File: config.mk
export PLATFORM = sky130hd
export DESIGN_NAME = spirx_frame_rx
export DESIGN_NICKNAME = d
export VERILOG_FILES = /design/src/rtl/spirx_pkg.sv /design/src/rtl/spirx_sync.sv /design/src/rtl/spirx_delay.sv /design/src/rtl/spirx_shift.sv /design/src/rtl/spirx_frame_rx.sv
export SDC_FILE = /design/constraint.sdc
export NUM_CORES = 1
export LEC_CHECK = 0
export BUFFER_PORTS_ARGS = -buffer_cell sky130_fd_sc_hd__buf_2
export CORE_MARGIN = 1.5
export CORE_UTILIZATION = 30
export CTS_BUF_LIST = sky130_fd_sc_hd__clkbuf_2
export DETAILED_ROUTE_END_ITERATION = 8
export SETUP_SLACK_MARGIN = 0.02
export SYNTH_ARGS = -nofsm -noshare
export SYNTH_HDL_FRONTEND = slang
export SYNTH_SLANG_ARGS = --single-unit
File: constraint.sdc
create_clock -name clk -period 4.7 [get_ports clk]
set_input_delay 0.235 -clock clk [delete_from_list [all_inputs] [get_ports clk]]
set_output_delay 0.235 -clock clk [all_outputs]
set_load 0.02 [all_outputs]
File: src/rtl/spirx_pkg.sv
package spirx_pkg;

    typedef enum logic [1:0] {
        ST_IDLE = 2'd0,
        ST_RECV = 2'd1,
        ST_OVER = 2'd2
    } rx_state_e;

endpackage

File: src/rtl/spirx_sync.sv
// Multi-flop synchroniser for a vector of unrelated asynchronous wires.
module spirx_sync #(
    parameter int         WIDTH   = 3,
    parameter int         STAGES  = 2,
    parameter logic [WIDTH-1:0] RST_VAL = '0
) (
    input  logic             clk,
    input  logic             rst,
    input  logic [WIDTH-1:0] async_i,
    output logic [WIDTH-1:0] sync_o
);

    for (genvar g = 0; g < WIDTH; g++) begin : g_bit
        logic [STAGES-1:0] pipe_q;

        always_ff @(posedge clk) begin
            if (rst) pipe_q <= {STAGES{RST_VAL[g]}};
            else     pipe_q <= {pipe_q[STAGES-2:0], async_i[g]};
        end

        assign sync_o[g] = pipe_q[STAGES-1];
    end

endmodule

File: src/rtl/spirx_delay.sv
// One register stage holding the previous synchronised sample for edge detection.
module spirx_delay #(
    parameter int         WIDTH   = 2,
    parameter logic [WIDTH-1:0] RST_VAL = '0
) (
    input  logic             clk,
    input  logic             rst,
    input  logic [WIDTH-1:0] d_i,
    output logic [WIDTH-1:0] q_o
);

    always_ff @(posedge clk) begin
        if (rst) q_o <= RST_VAL;
        else     q_o <= d_i;
    end

endmodule

File: src/rtl/spirx_shift.sv
// LSB-first shift register with a bit counter.
module spirx_shift #(
    parameter int BITS  = 16,
    parameter int CNT_W = 5
) (
    input  logic             clk,
    input  logic             rst,
    input  logic             clr_i,
    input  logic             en_i,
    input  logic             bit_i,
    output logic [BITS-1:0]  word_o,
    output logic [CNT_W-1:0] cnt_o
);

    always_ff @(posedge clk) begin
        if (rst || clr_i) begin
            word_o <= '0;
            cnt_o  <= '0;
        end else if (en_i) begin
            word_o <= {bit_i, word_o[BITS-1:1]};
            cnt_o  <= cnt_o + 1'b1;
        end
    end

    // the counter never passes the frame length, extra rises are not shifted
    a_r5_cnt_bound: assert property (@(posedge clk) disable iff (rst)
        cnt_o <= CNT_W'(BITS));

    // a clear leaves an empty frame behind
    a_r8_clear_empty: assert property (@(posedge clk) disable iff (rst)
        clr_i |=> (cnt_o == '0));

endmodule

File: src/rtl/spirx_frame_rx.sv
module spirx_frame_rx
    import spirx_pkg::*;
#(
    parameter int FRAME_BITS  = 16,
    parameter int LED_BITS    = 8,
    parameter int SYNC_STAGES = 2
) (
    input  logic                  clk,
    input  logic                  rst,
    input  logic                  cs_n_i,
    input  logic                  sck_i,
    input  logic                  sdi_i,
    output logic [FRAME_BITS-1:0] word_o,
    output logic                  word_vld_o,
    output logic                  frame_err_o,
    output logic [LED_BITS-1:0]   led_o
);

    localparam int CNT_W = $clog2(FRAME_BITS + 1);
    localparam logic [CNT_W-1:0] FULL = CNT_W'(FRAME_BITS);

    // index 0: select, 1: serial clock, 2: data
    logic [2:0] sync_s;
    logic [1:0] prev_s;

    spirx_sync #(
        .WIDTH  (3),
        .STAGES (SYNC_STAGES),
        .RST_VAL(3'b001)
    ) u_sync (
        .clk    (clk),
        .rst    (rst),
        .async_i({sdi_i, sck_i, cs_n_i}),
        .sync_o (sync_s)
    );

    spirx_delay #(
        .WIDTH  (2),
        .RST_VAL(2'b01)
    ) u_prev (
        .clk(clk),
        .rst(rst),
        .d_i(sync_s[1:0]),
        .q_o(prev_s)
    );

    logic cs_fall, cs_rise, sck_rise;
    assign cs_fall  = prev_s[0]  & ~sync_s[0];
    assign cs_rise  = ~prev_s[0] &  sync_s[0];
    assign sck_rise = ~prev_s[1] &  sync_s[1];

    rx_state_e state_q, state_d;
    logic [FRAME_BITS-1:0] shreg;
    logic [CNT_W-1:0]      bit_cnt;
    logic                  shift_en;

    assign shift_en = sck_rise && (state_q == ST_RECV) && (bit_cnt != FULL);

    spirx_shift #(
        .BITS (FRAME_BITS),
        .CNT_W(CNT_W)
    ) u_shift (
        .clk   (clk),
        .rst   (rst),
        .clr_i (cs_fall),
        .en_i  (shift_en),
        .bit_i (sync_s[2]),
        .word_o(shreg),
        .cnt_o (bit_cnt)
    );

    // next-state logic
    always_comb begin
        state_d = state_q;
        unique case (state_q)
            ST_IDLE: if (cs_fall) state_d = ST_RECV;
            ST_RECV: begin
                if (cs_rise)                            state_d = ST_IDLE;
                else if (sck_rise && bit_cnt == FULL)   state_d = ST_OVER;
            end
            ST_OVER: if (cs_rise) state_d = ST_IDLE;
            default: state_d = ST_IDLE;
        endcase
    end

    // state register
    always_ff @(posedge clk) begin
        if (rst) state_q <= ST_IDLE;
        else     state_q <= state_d;
    end

    // output register
    always_ff @(posedge clk) begin
        if (rst) begin
            word_o      <= '0;
            led_o       <= '0;
            word_vld_o  <= 1'b0;
            frame_err_o <= 1'b0;
        end else begin
            word_vld_o  <= 1'b0;
            frame_err_o <= 1'b0;
            if (cs_rise && state_q == ST_RECV && bit_cnt == FULL) begin
                word_o     <= shreg;
                led_o      <= shreg[FRAME_BITS-1 -: LED_BITS];
                word_vld_o <= 1'b1;
            end else if (cs_rise && state_q != ST_IDLE) begin
                frame_err_o <= 1'b1;
            end
        end
    end

    a_r7_vld_single: assert property (@(posedge clk) disable iff (rst)
        word_vld_o |=> !word_vld_o);

    a_r7_err_single: assert property (@(posedge clk) disable iff (rst)
        frame_err_o |=> !frame_err_o);

    a_r7_exclusive: assert property (@(posedge clk) disable iff (rst)
        !(word_vld_o && frame_err_o));

    a_r4_word_hold: assert property (@(posedge clk) disable iff (rst)
        !$stable(word_o) |-> word_vld_o);

    a_r6_led_hold: assert property (@(posedge clk) disable iff (rst)
        !$stable(led_o) |-> word_vld_o);

    a_r5_over_full: assert property (@(posedge clk) disable iff (rst)
        (state_q == ST_OVER) |-> (bit_cnt == FULL));

    a_r9_idle_empty: assert property (@(posedge clk) disable iff (rst)
        (state_q == ST_IDLE) |=> !(shift_en));

endmodule

Yosys cells after proc, flatten, opt, wreduce, memory -nomap -nowiden --
Cells that the tools add are included.
Operators by class: $add $sub $neg 1, eq/ne operators 7, multiplexer cells 7, bitwise gates (word level) 6, reduce and logical (&&, ||, !) cells 11
Operators with widths (count):
- 2-bit two-way mux | 4
- 1-bit logical AND | 6
- 2-bit one-hot mux with 3 select lines | 1
- 5-bit by 1-bit adder with 5-bit output, second input constant | 1
- 5-bit equality test, second input constant | 1
- 5-bit inequality test, second input constant | 1
- 1-bit AND | 3
- 3-bit inequality test, second input constant | 1
- 1-bit inverter | 3
- 3-bit AND reduction | 1
- 2-bit by 1-bit equality test with 1-bit output, second input constant | 1
- 2-bit equality test, second input constant | 1
- 2-bit zero test | 1
- 1-bit two-way mux | 2
- 2-bit by 1-bit inequality test with 1-bit output, second input constant | 1
- 2-bit inequality test, second input constant | 1
- 2-bit nonzero test | 1
- 2-bit OR reduction | 1
- 1-bit logical OR | 1
Word-level totals: bits in registers 57, output and inout bits 26, word-level logic and storage cells 43

Longest topological paths before layout --
depth after elaboration 6, depth in mapped cells 7, depth with buffers taken out 5

Hierarchy --
A second synthesis with hierarchy kept.
Second synthesis, totals: cell total of the unflattened synthesis 198, area total of the unflattened synthesis 1991.9 µm²
By module, submodules not included:
- spirx_frame_rx | times used 1, cells an instance 104, area each 908.4 µm², seq. area each 400.4 µm²
- spirx_shift | times used 1, cells an instance 75, area each 848.3 µm², seq. area each 420.4 µm²
- spirx_sync | times used 1, cells an instance 15, area each 180.2 µm², seq. area each 120.1 µm²
- spirx_delay | times used 1, cells an instance 4, area each 55.1 µm², seq. area each 40.0 µm²

Least setup slack after synthesis --
Ideal clock, no wire load.
path type register to register, start reg u_shift.cnt_o[0], end reg u_shift.word_o[5], library setup time 0.123 ns, arrival 1.347 ns, path slack 3.230 ns, stages on the path, launching flop included 8, period minus slack after synthesis 1.470 ns, cell sequence dfxtp_1 inv_1 ha_1 and4bb_1 buf_4 buf_4 o2111ai_1 o21ai_1
On the way: cells in the longest elaborated chain, start to end 2
RTL lines:
- from (decl) | line spirx_shift.sv:12 | output logic [CNT_W-1:0] cnt_o
- from (signal assigned) | line spirx_shift.sv:21 | cnt_o <= cnt_o + 1'b1;
- 5-bit inequality test | line spirx_frame_rx.sv:57 | assign shift_en = sck_rise && (state_q == ST_RECV) && (bit_cnt != FULL);
- 1-bit logical AND | line spirx_frame_rx.sv:57
- to (signal assigned) | line spirx_shift.sv:20 | word_o <= {bit_i, word_o[BITS-1:1]};
- to (decl) | line spirx_shift.sv:11 | output logic [BITS-1:0] word_o,
No other way between the ends. A chain may end at the register's enable or synchronous reset.

Worst setup path in the final report --
start reg u_shift.cnt_o[0], end reg u_shift.cnt_o[2]
On the way: cells in the longest elaborated chain, start to end 2
RTL lines:
- parallel branches: the longest is 2 deep, another holds 5-bit by 1-bit adder with 5-bit output
Parallel ways; which one is timed is not known.

==> results.yml <==
power:
  swShare: 0.225
  p_per_area_mw_per_mm2: 304
  switchingPower_uw: 150
  p_int_uw: 516
  seq_power_share: 0.634
  p_comb_frac: 0.035
  p_leak_nw: 0.845
  ir_worst_vdd_mv: 0.114
  clockPowerShare: 0.330
route:
  vias_per_cell: 5.06
  wl_per_cell_um: 13.8
  drt_iter0_drc: 159
  vias: 1570
  drc: 0
  dr.pass1.iters: 4
  drtAntennaViolNets: 0
  wirelength_mm: 4.28
synthesis:
  synth_cell_types: 29
  synthAdderAreaFrac: 0.0126
  synth_top_area_frac: 0.494
  synth_compound_gate_area_share: 0.154
  synthFlopType: "dfxtp_1"
  ys_ff_latch: 49
  synth_edf_count: 0
  yosysWarnings: 0
  syn-num-nets: 223
  synth_seq_area_share: 0.494
  syn_inst: 216
  synthTopCellsByArea: "dfxtp_1, a21oi_1, o21ai_1"
  avgSynthCellArea_sq_um: 9.20
  synthMuxAreaShare: 0.0453
  yosys.area.top_type: "dfxtp_1"
  syn_area_sq_mm: 0.00199
  synth_top_family_by_area: "simple AND/OR/NAND/NOR gates"
  synth-async-reset-ratio: 0
  synthXorXnorAreaFrac: 0
  synthSimpleGateAreaFrac: 0.207
sta:
  finalHoldViolCount: 0
  timing.slew.headroom: 0.333
  period_share: 0.429
  finalSetupTns_ns: 0
  rsz0062_at_grt: "no"
  maxSlewViolCount: 0
  setup_ws_ns: 2.68
  setup_viol: 0
  skew_ns: 0.0186
  worst_pin_slew_ns: 1.00
  fmax_mhz: 495
  min_period_ns: 2.02
min_path:
  min_from: "rst"
  hold_end: "u_sync.g_bit[1].pipe_q[1]"
  hold_path.class: "in2reg"
  hold_depth: 2
die:
  die_w_um: 84.4
  die_y_um: 84.4
  start_util: 0.311
  core_sq_mm: 0.00639
  ioPinCount: 31
  rows: 29
  dieArea_sq_mm: 0.00712
worst_setup_path:
  r2r_slack_ns: 2.68
  crit_slowest_cell: "or4_1"
  r2r_end: "u_shift.cnt_o[2]"
  crit_chain: "inv_1 > ha_1 > and4bb_1 > or4_1 > a21oi_1"
  cpPeakStageDelay_ns: 0.61
  startpoint_type: "flop"
  arrival_ns: 2.38
  reg2reg_depth: 5
  endpoint_kind: "flop"
  worstSetupStartpoint: "u_shift.cnt_o[0]"
  path_max_fanout: 29
  crit_type: "reg2reg"
  required_ns: 5.06
  worstReg2RegStart: "u_shift.cnt_o[0]"
final_layout:
  instances_no_fill: 310
  insertedDiodeCount: 0
  fillers: 661
  nNetsFinal: 239
  area_growth_pct: 10.4
  final_cell_mix: "dfxtp_1, buf_2, a21oi_1"
  multi_input_area_sq_um: 832
  layout-drive-gt1-share: 0.189
  regArea_sq_um: 981
  layout_commonest_cell: "dfxtp_1"
clocking:
  cts_buffers: 5
  cts.sinks: 49
  cts_buffer_depth: 2
  cts_setup_buffers: 0
  clkTransAtPathRegs_ns: 0.25
  root_buffer: "clkbuf_2"
  cts_tree: "yes"
  htree_levels: 2
  clkLatencyLatePin_ns: 0.42
placement:
  place_ws_ns: 2.73
  gp_congestion: 0.797
  place_hpwl_mm: 2.66
  portBuffers: 30
  placed_cells: 299
flow_run:
  maxCapViolCount: 0
outcome:
  status: "completed"
global_route:
  grt.total_usage: 0.122
  grt_pass1_vias: 1458
  antenna_found_initial: 0
  grt_pass1_wl_mm: 7.09
  grt_max_degree: 30
  grt.overflow.total: 0
-- Yosys cell counts, types with 3 or more instances --
library cell / n
dfxtp_1: 49
a21oi_1: 28
o21ai_1: 21
nand3_1: 20
nand4_1: 16
buf_4: 12
buf_2: 10
mux2i_1: 9
nor2b_1: 7
o21ai_0: 7
clkbuf_1: 5
inv_1: 4
nand2_1: 3
nand4bb_1: 3
or2_2: 3
-- per-layer routing --
metal / vias up / part of all wire / global-route usage / routed length (um)
met4: 0 / 0.011 / 0.0440 / 46
met2: 40 / 0.44 / 0.189 / 1870
met3: 7 / 0.042 / 0.0265 / 178
li1: 804 / - / - / -
met1: 719 / 0.51 / 0.167 / 2190
met5: - / 0 / 0 / 0
-- power groups by stage --
stage,Combinational (mW),Sequential [mW],Clock (mW)
3_5_place_dp,0.0216,0.430,0
4_1_cts,0.0229,0.423,0.229
2_1_floorplan,0.0168,0.430,0
5_1_grt,0.0261,0.424,0.245
6_report,0.0235,0.423,0.220
3_3_place_gp,0.0214,0.430,0
-- critical path: cells and delay by family, from the launching register on --
kind            cells  cell delay (ns)
simple gates        2             1.15
flops               1             0.42
fa+ha+maj           1             0.21
compound gates      1             0.12
buf+inv             1             0.08
-- metrics by stage --
step	area (sq um)	utilization	power, mW	hold slack (ns)
floorplan	1990	-	0.446	0.339
global placement	2100	0.328	0.452	0.392
detailed placement	2100	0.328	0.452	0.396
CTS	2180	0.342	0.675	0.00186
global route	2190	0.343	0.695	0.255
finish	2190	0.343	0.666	0.262
-- timing repair --
item	CTS	global route
hold endpoints to repair	2	1
hold buffers	2	1
resized for setup	0	0
-- state kept, by name (all words and copies together), names as in the netlist --
signal and count:
u_prev.q_o 2, u_sync.g_bit.pipe_q 6, u_shift.word_o 16, u_shift.cnt_o 5, frame_err_o 1, state_q 2
word_vld_o 1, word_o 16
-- cell families (layout without fill, tap and decap cells) --
family / count (synthesis) / count (layout)
mux: 9 / 9
buf+inv: 31 / 48
simple gates: 66 / 66
compound gates: 59 / 59
flops: 49 / 49
fa+ha+maj: 2 / 2
-- worst max-delay path by stage --
stage,endpoint,cells past startpoint
finish,u_shift.cnt_o[2],5
global placement,u_shift.cnt_o[2],5
global route,state_q[1],5
CTS,u_shift.cnt_o[2],5
detailed placement,u_shift.cnt_o[2],5
floorplan,u_shift.word_o[5],7
-- layout make-up --
class / count / share of cell area
inverters: 4 / 0.00685
repair buffers: 36 / 0.0924
clock inverters: 3 / 0.0188
flip-flops and latches: 49 / 0.447
clock buffers: 5 / 0.0114
multi-input cells: 136 / 0.379
well taps: 77 / 0.0439
Power figures use the tool's default switching activity.
